$ cat src/rtl/sdram_mon_pkg.sv
package sdram_mon_pkg;
   typedef enum logic [2:0] {
      C_NOP, C_ACT, C_RD, C_WR, C_PRE, C_REF, C_MRS, C_BST
   } cmd_e;

   typedef enum logic [1:0] {
      B_IDLE, B_OPEN, B_APRE
   } bank_e;

   localparam int ERR_W     = 5;
   localparam int E_BUSY    = 0;
   localparam int E_GUARD   = 1;
   localparam int E_IDLE    = 2;
   localparam int E_ACTOPEN = 3;
   localparam int E_APBUSY  = 4;
endpackage

$ cat src/rtl/sdram_cmd_decode.sv
module sdram_cmd_decode
   import sdram_mon_pkg::*;
(
   input  logic cke_q,
   input  logic cs_n,
   input  logic ras_n,
   input  logic cas_n,
   input  logic we_n,
   output cmd_e cmd
);
   always_comb begin
      cmd = C_NOP;
      if (cke_q && !cs_n) begin
         case ({ras_n, cas_n, we_n})
            3'b011:  cmd = C_ACT;
            3'b101:  cmd = C_RD;
            3'b100:  cmd = C_WR;
            3'b010:  cmd = C_PRE;
            3'b001:  cmd = C_REF;
            3'b000:  cmd = C_MRS;
            3'b110:  cmd = C_BST;
            default: cmd = C_NOP;
         endcase
      end
   end
endmodule

$ cat src/rtl/sdram_bank_fsm.sv
module sdram_bank_fsm
   import sdram_mon_pkg::*;
(
   input  logic  clk,
   input  logic  rst_n,
   input  cmd_e  cmd,
   input  logic  hit,
   input  logic  ap,
   input  logic  bl_one,
   input  logic  end_hit,
   output bank_e st
);
   always_ff @(posedge clk or negedge rst_n) begin
      if (!rst_n) begin
         st <= B_IDLE;
      end else begin
         case (st)
            B_IDLE:
               if (cmd == C_ACT && hit) st <= B_OPEN;
            B_OPEN:
               if (cmd == C_PRE && (hit || ap))
                  st <= B_IDLE;
               else if ((cmd == C_RD || cmd == C_WR) && hit && ap)
                  st <= bl_one ? B_IDLE : B_APRE;
            B_APRE:
               if (end_hit) st <= B_IDLE;
            default:
               st <= B_IDLE;
         endcase
      end
   end
endmodule

$ cat src/rtl/sdram_burst_track.sv
module sdram_burst_track
   import sdram_mon_pkg::*;
#(
   parameter int BA_W   = 2,
   parameter int COL_W  = 8,
   parameter int MAX_CL = 3,
   parameter int DQM_W  = 8
) (
   input  logic             clk,
   input  logic             rst_n,
   input  cmd_e             cmd,
   input  logic [BA_W-1:0]  ba,
   input  logic [DQM_W-1:0] dqm,
   input  logic [2:0]       bl_code,
   input  logic [2:0]       cl_code,
   output logic             bl_one,
   output logic             burst_end,
   output logic [BA_W-1:0]  end_bank,
   output logic             rd_slot,
   output logic [DQM_W-1:0] rd_hiz,
   output logic [DQM_W-1:0] wr_mask
);
   localparam int CNT_W = COL_W + 1;
   localparam int FULL  = 2 ** COL_W;

   logic [CNT_W-1:0]  cnt;
   logic [CNT_W-1:0]  bl_len;
   logic              is_rd;
   logic [BA_W-1:0]   cur_bank;
   logic [MAX_CL-1:0] rd_pipe;
   logic [DQM_W-1:0]  dq1, dq2;
   logic [2:0]        cl_sel;
   logic              bact, rdwr, cont, rd_now, wr_now;

   always_comb begin
      case (bl_code)
         3'd0:    bl_len = CNT_W'(1);
         3'd1:    bl_len = CNT_W'(2);
         3'd2:    bl_len = CNT_W'(4);
         3'd3:    bl_len = CNT_W'(8);
         3'd7:    bl_len = CNT_W'(FULL);
         default: bl_len = CNT_W'(1);
      endcase
   end

   assign bl_one = (bl_len == CNT_W'(1));
   assign cl_sel = (cl_code >= 3'd1 && cl_code <= 3'(MAX_CL)) ? cl_code : 3'(MAX_CL);

   assign bact   = (cnt != '0);
   assign rdwr   = (cmd == C_RD) || (cmd == C_WR);
   assign cont   = bact && (cmd != C_BST) && !rdwr;
   assign rd_now = (cmd == C_RD) || (cont && is_rd);
   assign wr_now = (cmd == C_WR) || (cont && !is_rd);

   assign burst_end = bact && ((cnt == CNT_W'(1)) || (cmd == C_BST) || rdwr);
   assign end_bank  = cur_bank;

   always_ff @(posedge clk or negedge rst_n) begin
      if (!rst_n) begin
         cnt      <= '0;
         is_rd    <= 1'b0;
         cur_bank <= '0;
         rd_pipe  <= '0;
         dq1      <= '0;
         dq2      <= '0;
         wr_mask  <= '0;
      end else begin
         if (rdwr) begin
            cnt      <= bl_len - CNT_W'(1);
            is_rd    <= (cmd == C_RD);
            cur_bank <= ba;
         end else if (cmd == C_BST) begin
            cnt <= '0;
         end else if (bact) begin
            cnt <= cnt - CNT_W'(1);
         end
         rd_pipe <= {rd_pipe[MAX_CL-2:0], rd_now};
         dq1     <= dqm;
         dq2     <= dq1;
         wr_mask <= wr_now ? dqm : '0;
      end
   end

   always_comb begin
      rd_slot = 1'b0;
      for (int i = 0; i < MAX_CL; i++)
         if (cl_sel == 3'(i + 1)) rd_slot = rd_pipe[i];
   end

   assign rd_hiz = rd_slot ? dq2 : '0;

   // a burst stop leaves no beat pending
   a_r8_stop_ends: assert property (@(posedge clk) disable iff (!rst_n)
      (cmd == C_BST) |=> (cnt == '0));

   // a read or write always loads the beat counter below the full-page length
   a_r7_len_bound: assert property (@(posedge clk) disable iff (!rst_n)
      rdwr |=> (cnt < CNT_W'(FULL)));
endmodule

$ cat src/rtl/sdram_cmd_monitor.sv
module sdram_cmd_monitor
   import sdram_mon_pkg::*;
#(
   parameter int BA_W    = 2,
   parameter int COL_W   = 8,
   parameter int MAX_CL  = 3,
   parameter int DQM_W   = 8,
   parameter int CNT_W   = 8,
   parameter int MRS_GAP = 2
) (
   input  logic             clk,
   input  logic             rst_n,
   input  logic             clr,
   input  logic             cke,
   input  logic             cs_n,
   input  logic             ras_n,
   input  logic             cas_n,
   input  logic             we_n,
   input  logic             ap,
   input  logic [6:0]       mode_key,
   input  logic [BA_W-1:0]  ba,
   input  logic [DQM_W-1:0] dqm,
   output logic [ERR_W-1:0] err_vec,
   output logic [CNT_W-1:0] err_cnt,
   output logic [(2**BA_W)-1:0] bank_open,
   output logic [2:0]       cas_lat,
   output logic [2:0]       burst_code,
   output logic             burst_ilv,
   output logic             rd_slot,
   output logic [DQM_W-1:0] rd_hiz,
   output logic [DQM_W-1:0] wr_mask
);
   localparam int NBANK = 2 ** BA_W;
   localparam int GW    = $clog2(MRS_GAP + 1);
   localparam logic [CNT_W-1:0] CMAX = '1;
   localparam logic [6:0] MODE_RST = 7'b011_0_000;

   generate
      if (COL_W < 3 || COL_W > 12) begin : g_bad_col
         $error("COL_W out of range");
      end
      if (MAX_CL < 2 || MAX_CL > 7) begin : g_bad_cl
         $error("MAX_CL out of range");
      end
      if (MRS_GAP < 1) begin : g_bad_gap
         $error("MRS_GAP must be positive");
      end
   endgenerate

   logic             cke_q;
   cmd_e             cmd;
   logic [6:0]       mode_q;
   logic [GW-1:0]    guard_q;
   logic [ERR_W-1:0] err_q, new_err;
   logic [CNT_W-1:0] cnt_q;
   bank_e            bank_st [NBANK];
   logic [NBANK-1:0] apre_vec;
   logic             any_open, rdwr, bl_one, burst_end;
   logic [BA_W-1:0]  end_bank;
   bank_e            sel_st;

   sdram_cmd_decode u_dec (
      .cke_q (cke_q), .cs_n (cs_n), .ras_n (ras_n),
      .cas_n (cas_n), .we_n (we_n), .cmd (cmd)
   );

   sdram_burst_track #(
      .BA_W (BA_W), .COL_W (COL_W), .MAX_CL (MAX_CL), .DQM_W (DQM_W)
   ) u_burst (
      .clk (clk), .rst_n (rst_n), .cmd (cmd), .ba (ba), .dqm (dqm),
      .bl_code (mode_q[2:0]), .cl_code (mode_q[6:4]),
      .bl_one (bl_one), .burst_end (burst_end), .end_bank (end_bank),
      .rd_slot (rd_slot), .rd_hiz (rd_hiz), .wr_mask (wr_mask)
   );

   generate
      for (genvar b = 0; b < NBANK; b++) begin : g_bank
         sdram_bank_fsm u_fsm (
            .clk (clk), .rst_n (rst_n), .cmd (cmd),
            .hit (ba == BA_W'(b)), .ap (ap), .bl_one (bl_one),
            .end_hit (burst_end && (end_bank == BA_W'(b))),
            .st (bank_st[b])
         );
         assign bank_open[b] = (bank_st[b] != B_IDLE);
         assign apre_vec[b]  = (bank_st[b] == B_APRE);
      end
   endgenerate

   assign any_open = |bank_open;
   assign sel_st   = bank_st[ba];
   assign rdwr     = (cmd == C_RD) || (cmd == C_WR);

   always_comb begin
      new_err            = '0;
      new_err[E_BUSY]    = (cmd == C_MRS || cmd == C_REF) && any_open;
      new_err[E_GUARD]   = (cmd != C_NOP) && (guard_q != '0);
      new_err[E_IDLE]    = rdwr && (sel_st == B_IDLE);
      new_err[E_ACTOPEN] = (cmd == C_ACT) && (sel_st != B_IDLE);
      new_err[E_APBUSY]  = rdwr && (sel_st == B_APRE);
   end

   always_ff @(posedge clk or negedge rst_n) begin
      if (!rst_n) begin
         cke_q   <= 1'b0;
         mode_q  <= MODE_RST;
         guard_q <= '0;
         err_q   <= '0;
         cnt_q   <= '0;
      end else begin
         cke_q <= cke;
         if (cmd == C_MRS) begin
            mode_q  <= mode_key;
            guard_q <= GW'(MRS_GAP);
         end else if (guard_q != '0) begin
            guard_q <= guard_q - GW'(1);
         end
         err_q <= (clr ? '0 : err_q) | new_err;
         if (|new_err && (clr || cnt_q != CMAX))
            cnt_q <= (clr ? '0 : cnt_q) + CNT_W'(1);
         else if (clr)
            cnt_q <= '0;
      end
   end

   assign err_vec    = err_q;
   assign err_cnt    = cnt_q;
   assign cas_lat    = mode_q[6:4];
   assign burst_code = mode_q[2:0];
   assign burst_ilv  = mode_q[3];

   a_r4_act_open_flag: assert property (@(posedge clk) disable iff (!rst_n)
      (cmd == C_ACT && bank_st[ba] != B_IDLE) |=> err_q[E_ACTOPEN]);

   a_r3_guard_flag: assert property (@(posedge clk) disable iff (!rst_n)
      (cmd != C_NOP && guard_q != '0) |=> err_q[E_GUARD]);

   a_r11_sticky: assert property (@(posedge clk) disable iff (!rst_n)
      !clr |=> ((err_q & $past(err_q)) == $past(err_q)));

   a_r12_saturate: assert property (@(posedge clk) disable iff (!rst_n)
      (cnt_q == CMAX && !clr) |=> (cnt_q == CMAX));

   a_r5_single_apre: assert property (@(posedge clk) disable iff (!rst_n)
      $onehot0(apre_vec));
endmodule

$ cat config.mk
export PLATFORM = sky130hd
export DESIGN_NAME = sdram_cmd_monitor
export DESIGN_NICKNAME = d
export VERILOG_FILES = /design/src/rtl/sdram_mon_pkg.sv /design/src/rtl/sdram_cmd_decode.sv /design/src/rtl/sdram_bank_fsm.sv /design/src/rtl/sdram_burst_track.sv /design/src/rtl/sdram_cmd_monitor.sv
export SDC_FILE = /design/constraint.sdc
export NUM_CORES = 1
export LEC_CHECK = 0
export CAP_MARGIN = 30
export CORE_UTILIZATION = 35
export DETAILED_ROUTE_END_ITERATION = 7
export DONT_BUFFER_PORTS = 1
export RECOVER_POWER = 50
export SETUP_SLACK_MARGIN = 0.05
export SLEW_MARGIN = 20
export SYNTH_ARGS = -nofsm -noshare
export SYNTH_HDL_FRONTEND = slang
export SYNTH_HIERARCHICAL = 1
export SYNTH_SLANG_ARGS = --single-unit
$ cat constraint.sdc
create_clock -name clk -period 6.4 [get_ports clk]
set_input_delay 0 -clock clk [delete_from_list [all_inputs] [get_ports clk]]
set_output_delay 0 -clock clk [all_outputs]
set_load 0.02 [all_outputs]
==> results.cfg <==
[final_layout]
post-route-util = 0.4264
nFillCells = 903
seqCellArea_um2 = 1754
area_growth_pct = 17.66
drive_gt1_frac = 0.1712
final_area_um2 = 3959
multiInputGateArea_um2 = 1520
n_antenna_cell = 0
fin_nets = 358

[job]
drv_cap = 1

[synth]
yosysWarnings = 6
syn-cell-area_um2 = 3364
synth_edf_count = 0
synth.distinct_cells = 61
ys_top_cells_by_count = dfrtp_1 (68), inv_1 (20), nand2_1 (18)
synth.avg_cell_area_um2 = 11.44
synth-main-ff-cell = dfrtp_1
async_flop_share = 1.000
syn_nets = 324
yosysTopAreaCell = dfrtp_1
yosys-top-cells-area = dfrtp_1 (51%), nor2b_1 (2.8%), mux2_2 (2.7%)
yosysMostFrequentCell = dfrtp_1
synth_seq_area_share = 0.5214
ys_ff_latch = 70
netlist.area_leader.share = 0.5058
synth_cells = 294

[power]
p_leak_uw = 0.001675
ir_drop_mv = 0.1346
p_per_area_nw_per_um2 = 329.8

[sta]
clock.fmax_mhz = 278.5
slew_violations = 71
finalHoldViolCount = 0
setup_viol = 0
timing.hold.ws_ns = 0.03798
finalCritPeriodShare = 0.5611
fin_crit_ns = 3.591
setup-tns-final_ns = 0
relSlewSlack = -1.488
rsz0062_at_grt = no
finClkSkew_ns = 0.006676
tightest_slew_ns = 3.732
fin_ws_ns = 2.809

[clock_network]
htree_levels = 3
clk_pin_slew_worst_paths_ns = 0.08
cts_root_buf = clkbuf_8
clock_latency_ns = 0.34
cts_sinks = 70
ctsResizeCount = 0
cts_tree = built
cts.path.max_buffers = 2
numCtsBuffers = 9

[global_route]
grt_pass1_wl_mm = 11.52
grt_max_degree = 71
use_met3 = 0.05153
met2_usage = 0.2398
grt_use_total = 0.1509
globalRouteOverflowTotal = 0
grt_pass1_vias = 2313
use_met1 = 0.1901
top_usage_layer = met2
antenna_found_initial = 0

[worst_setup_path]
start_kind = input port
critical_path.cell_chain = dlygate4sd3_1, clkbuf_1
cpLargestDelayFamily = buffers and inverters
critical_path_buf_inv_count = 2
cp_data_required_time_ns = 5.99
cp_slowest_stage_delay_ns = 2.61
path_class = in -> async
cp_max_fo = 70
setup.worst_path.end_class = asynchronous set/reset pin
slowest_stage = clkbuf_1
arrival_ns = 3.18

[floorplan]
fp.dieH_um = 100.0
initial_core_util = 0.3624
dieWidth_um = 100.0
io_pins = 67
die_area_um2 = 10010
coreArea_um2 = 9284
fp-row-count = 35

[detailed_routing]
routedWlPerCell_um = 15.01
route.detailed.drc = 0
antenna_left = 0
first_pass_iters = 4
finalWirelength_mm = 6.936
drtIter0Drc = 65
vias_per_cell = 4.974
dr_total_vias = 2298

[placement]
pre_cts_slack_ns = 3.898
port_buffers = 0
gp_congestion = 0.7449
postPlaceCellArea_um2 = 3526
place_hpwl_mm = 4.570

[outcome]
violations = max-capacitance violations, max-slew violations
status = finished with violations

[worst_hold_path]
hp-class = in -> reg
state kept, by name, summed over array words and instances, names as in the netlist, 5 cells and up:
| signal | flops |
|---|---|
| err_cnt | 8 |
| g_bank.u_fsm/st | 8 |
| err_vec | 5 |
| u_burst/wr_mask | 8 |
| u_burst/dq2 | 8 |
| u_burst/dq1 | 8 |
| mode_q | 7 |
| u_burst/cnt | 9 |
cell usage in the layout, fill, tap and decap left out, drive strengths merged, types with 3 or more instances in the layout:
master | netlist | final
dfrtp | 68 | 68
dlygate4sd3 | 0 | 23
inv | 20 | 20
nand2 | 19 | 19
nor2 | 18 | 18
nor2b | 15 | 15
a21oi | 15 | 15
o21ai | 14 | 14
clkbuf | 1 | 11
xnor2 | 10 | 10
and2 | 10 | 10
mux2 | 9 | 9
nand3b | 7 | 7
nor3b | 7 | 7
nand2b | 6 | 6
a211oi | 6 | 6
or2 | 5 | 5
nand3 | 5 | 5
o22ai | 4 | 4
ha | 4 | 4
nand4bb | 4 | 4
nand4 | 4 | 4
clkinv | 0 | 4
mux2i | 3 | 3
xor2 | 3 | 3
timing repair:
action                                 CTS  global route
hold buffers                            24             0
buffers inserted                         0             0
endpoints found under the hold margin  117             0
power breakdown:
group	switching, uW	internal [uW]
clock network	171	189
logic	172	148
registers	106	519
cells by family after synthesis:
logic type      synth area share
flops                     0.5214
xor+xnor                 0.03384
simple gates              0.2250
buf+inv                  0.02826
mux                      0.05355
fa+ha+maj                0.02120
compound gates            0.1168
final timing paths:
path / slack, ns / depth (start not counted) / start / end
min reg2reg: 0.35 / 0 / u_burst/dq1[3]$_DFF_PN0_ / u_burst/dq2[3]$_DFF_PN0_
min in group asynchronous: 1.49 / 2 / rst_n / err_vec[4]$_DFF_PN0_
max reg2reg: 3.86 / 8 / cke_q$_DFF_PN0_ / g_bank[0].u_fsm/st[1]$_DFFE_PN0P_
max: 2.81 / 2 / rst_n / u_burst/cnt[3]$_DFFE_PN0P_
max in group clk: 3.86 / 8 / cke_q$_DFF_PN0_ / g_bank[0].u_fsm/st[1]$_DFFE_PN0P_
min: 0.04 / 3 / ba[0] / g_bank[3].u_fsm/st[1]$_DFFE_PN0P_
layer usage:
layer,part of all wire,vias to the layer above
met3,0.050,7
met1,0.45,1139
li1,-,1103
met2,0.49,49
met4,0.014,0
met5,0,-
metrics by stage:
stage | cells | total power, uW
after floorplan | 294 | 870.2
after global placement | 422 | 925.2
after detailed placement | 422 | 936.2
final | 462 | 1306
after global routing | 462 | 1392
after CTS | 462 | 1329
cell type report:
cell class	count	share of cell area
clock buffers	10	0.03477
repair buffers	26	0.06290
well taps	129	0.04077
flip-flops and latches	70	0.4431
inverters	20	0.01896
clock inverters	6	0.01549
multi-input cells	201	0.3840
(Power assumes the default switching activity.)
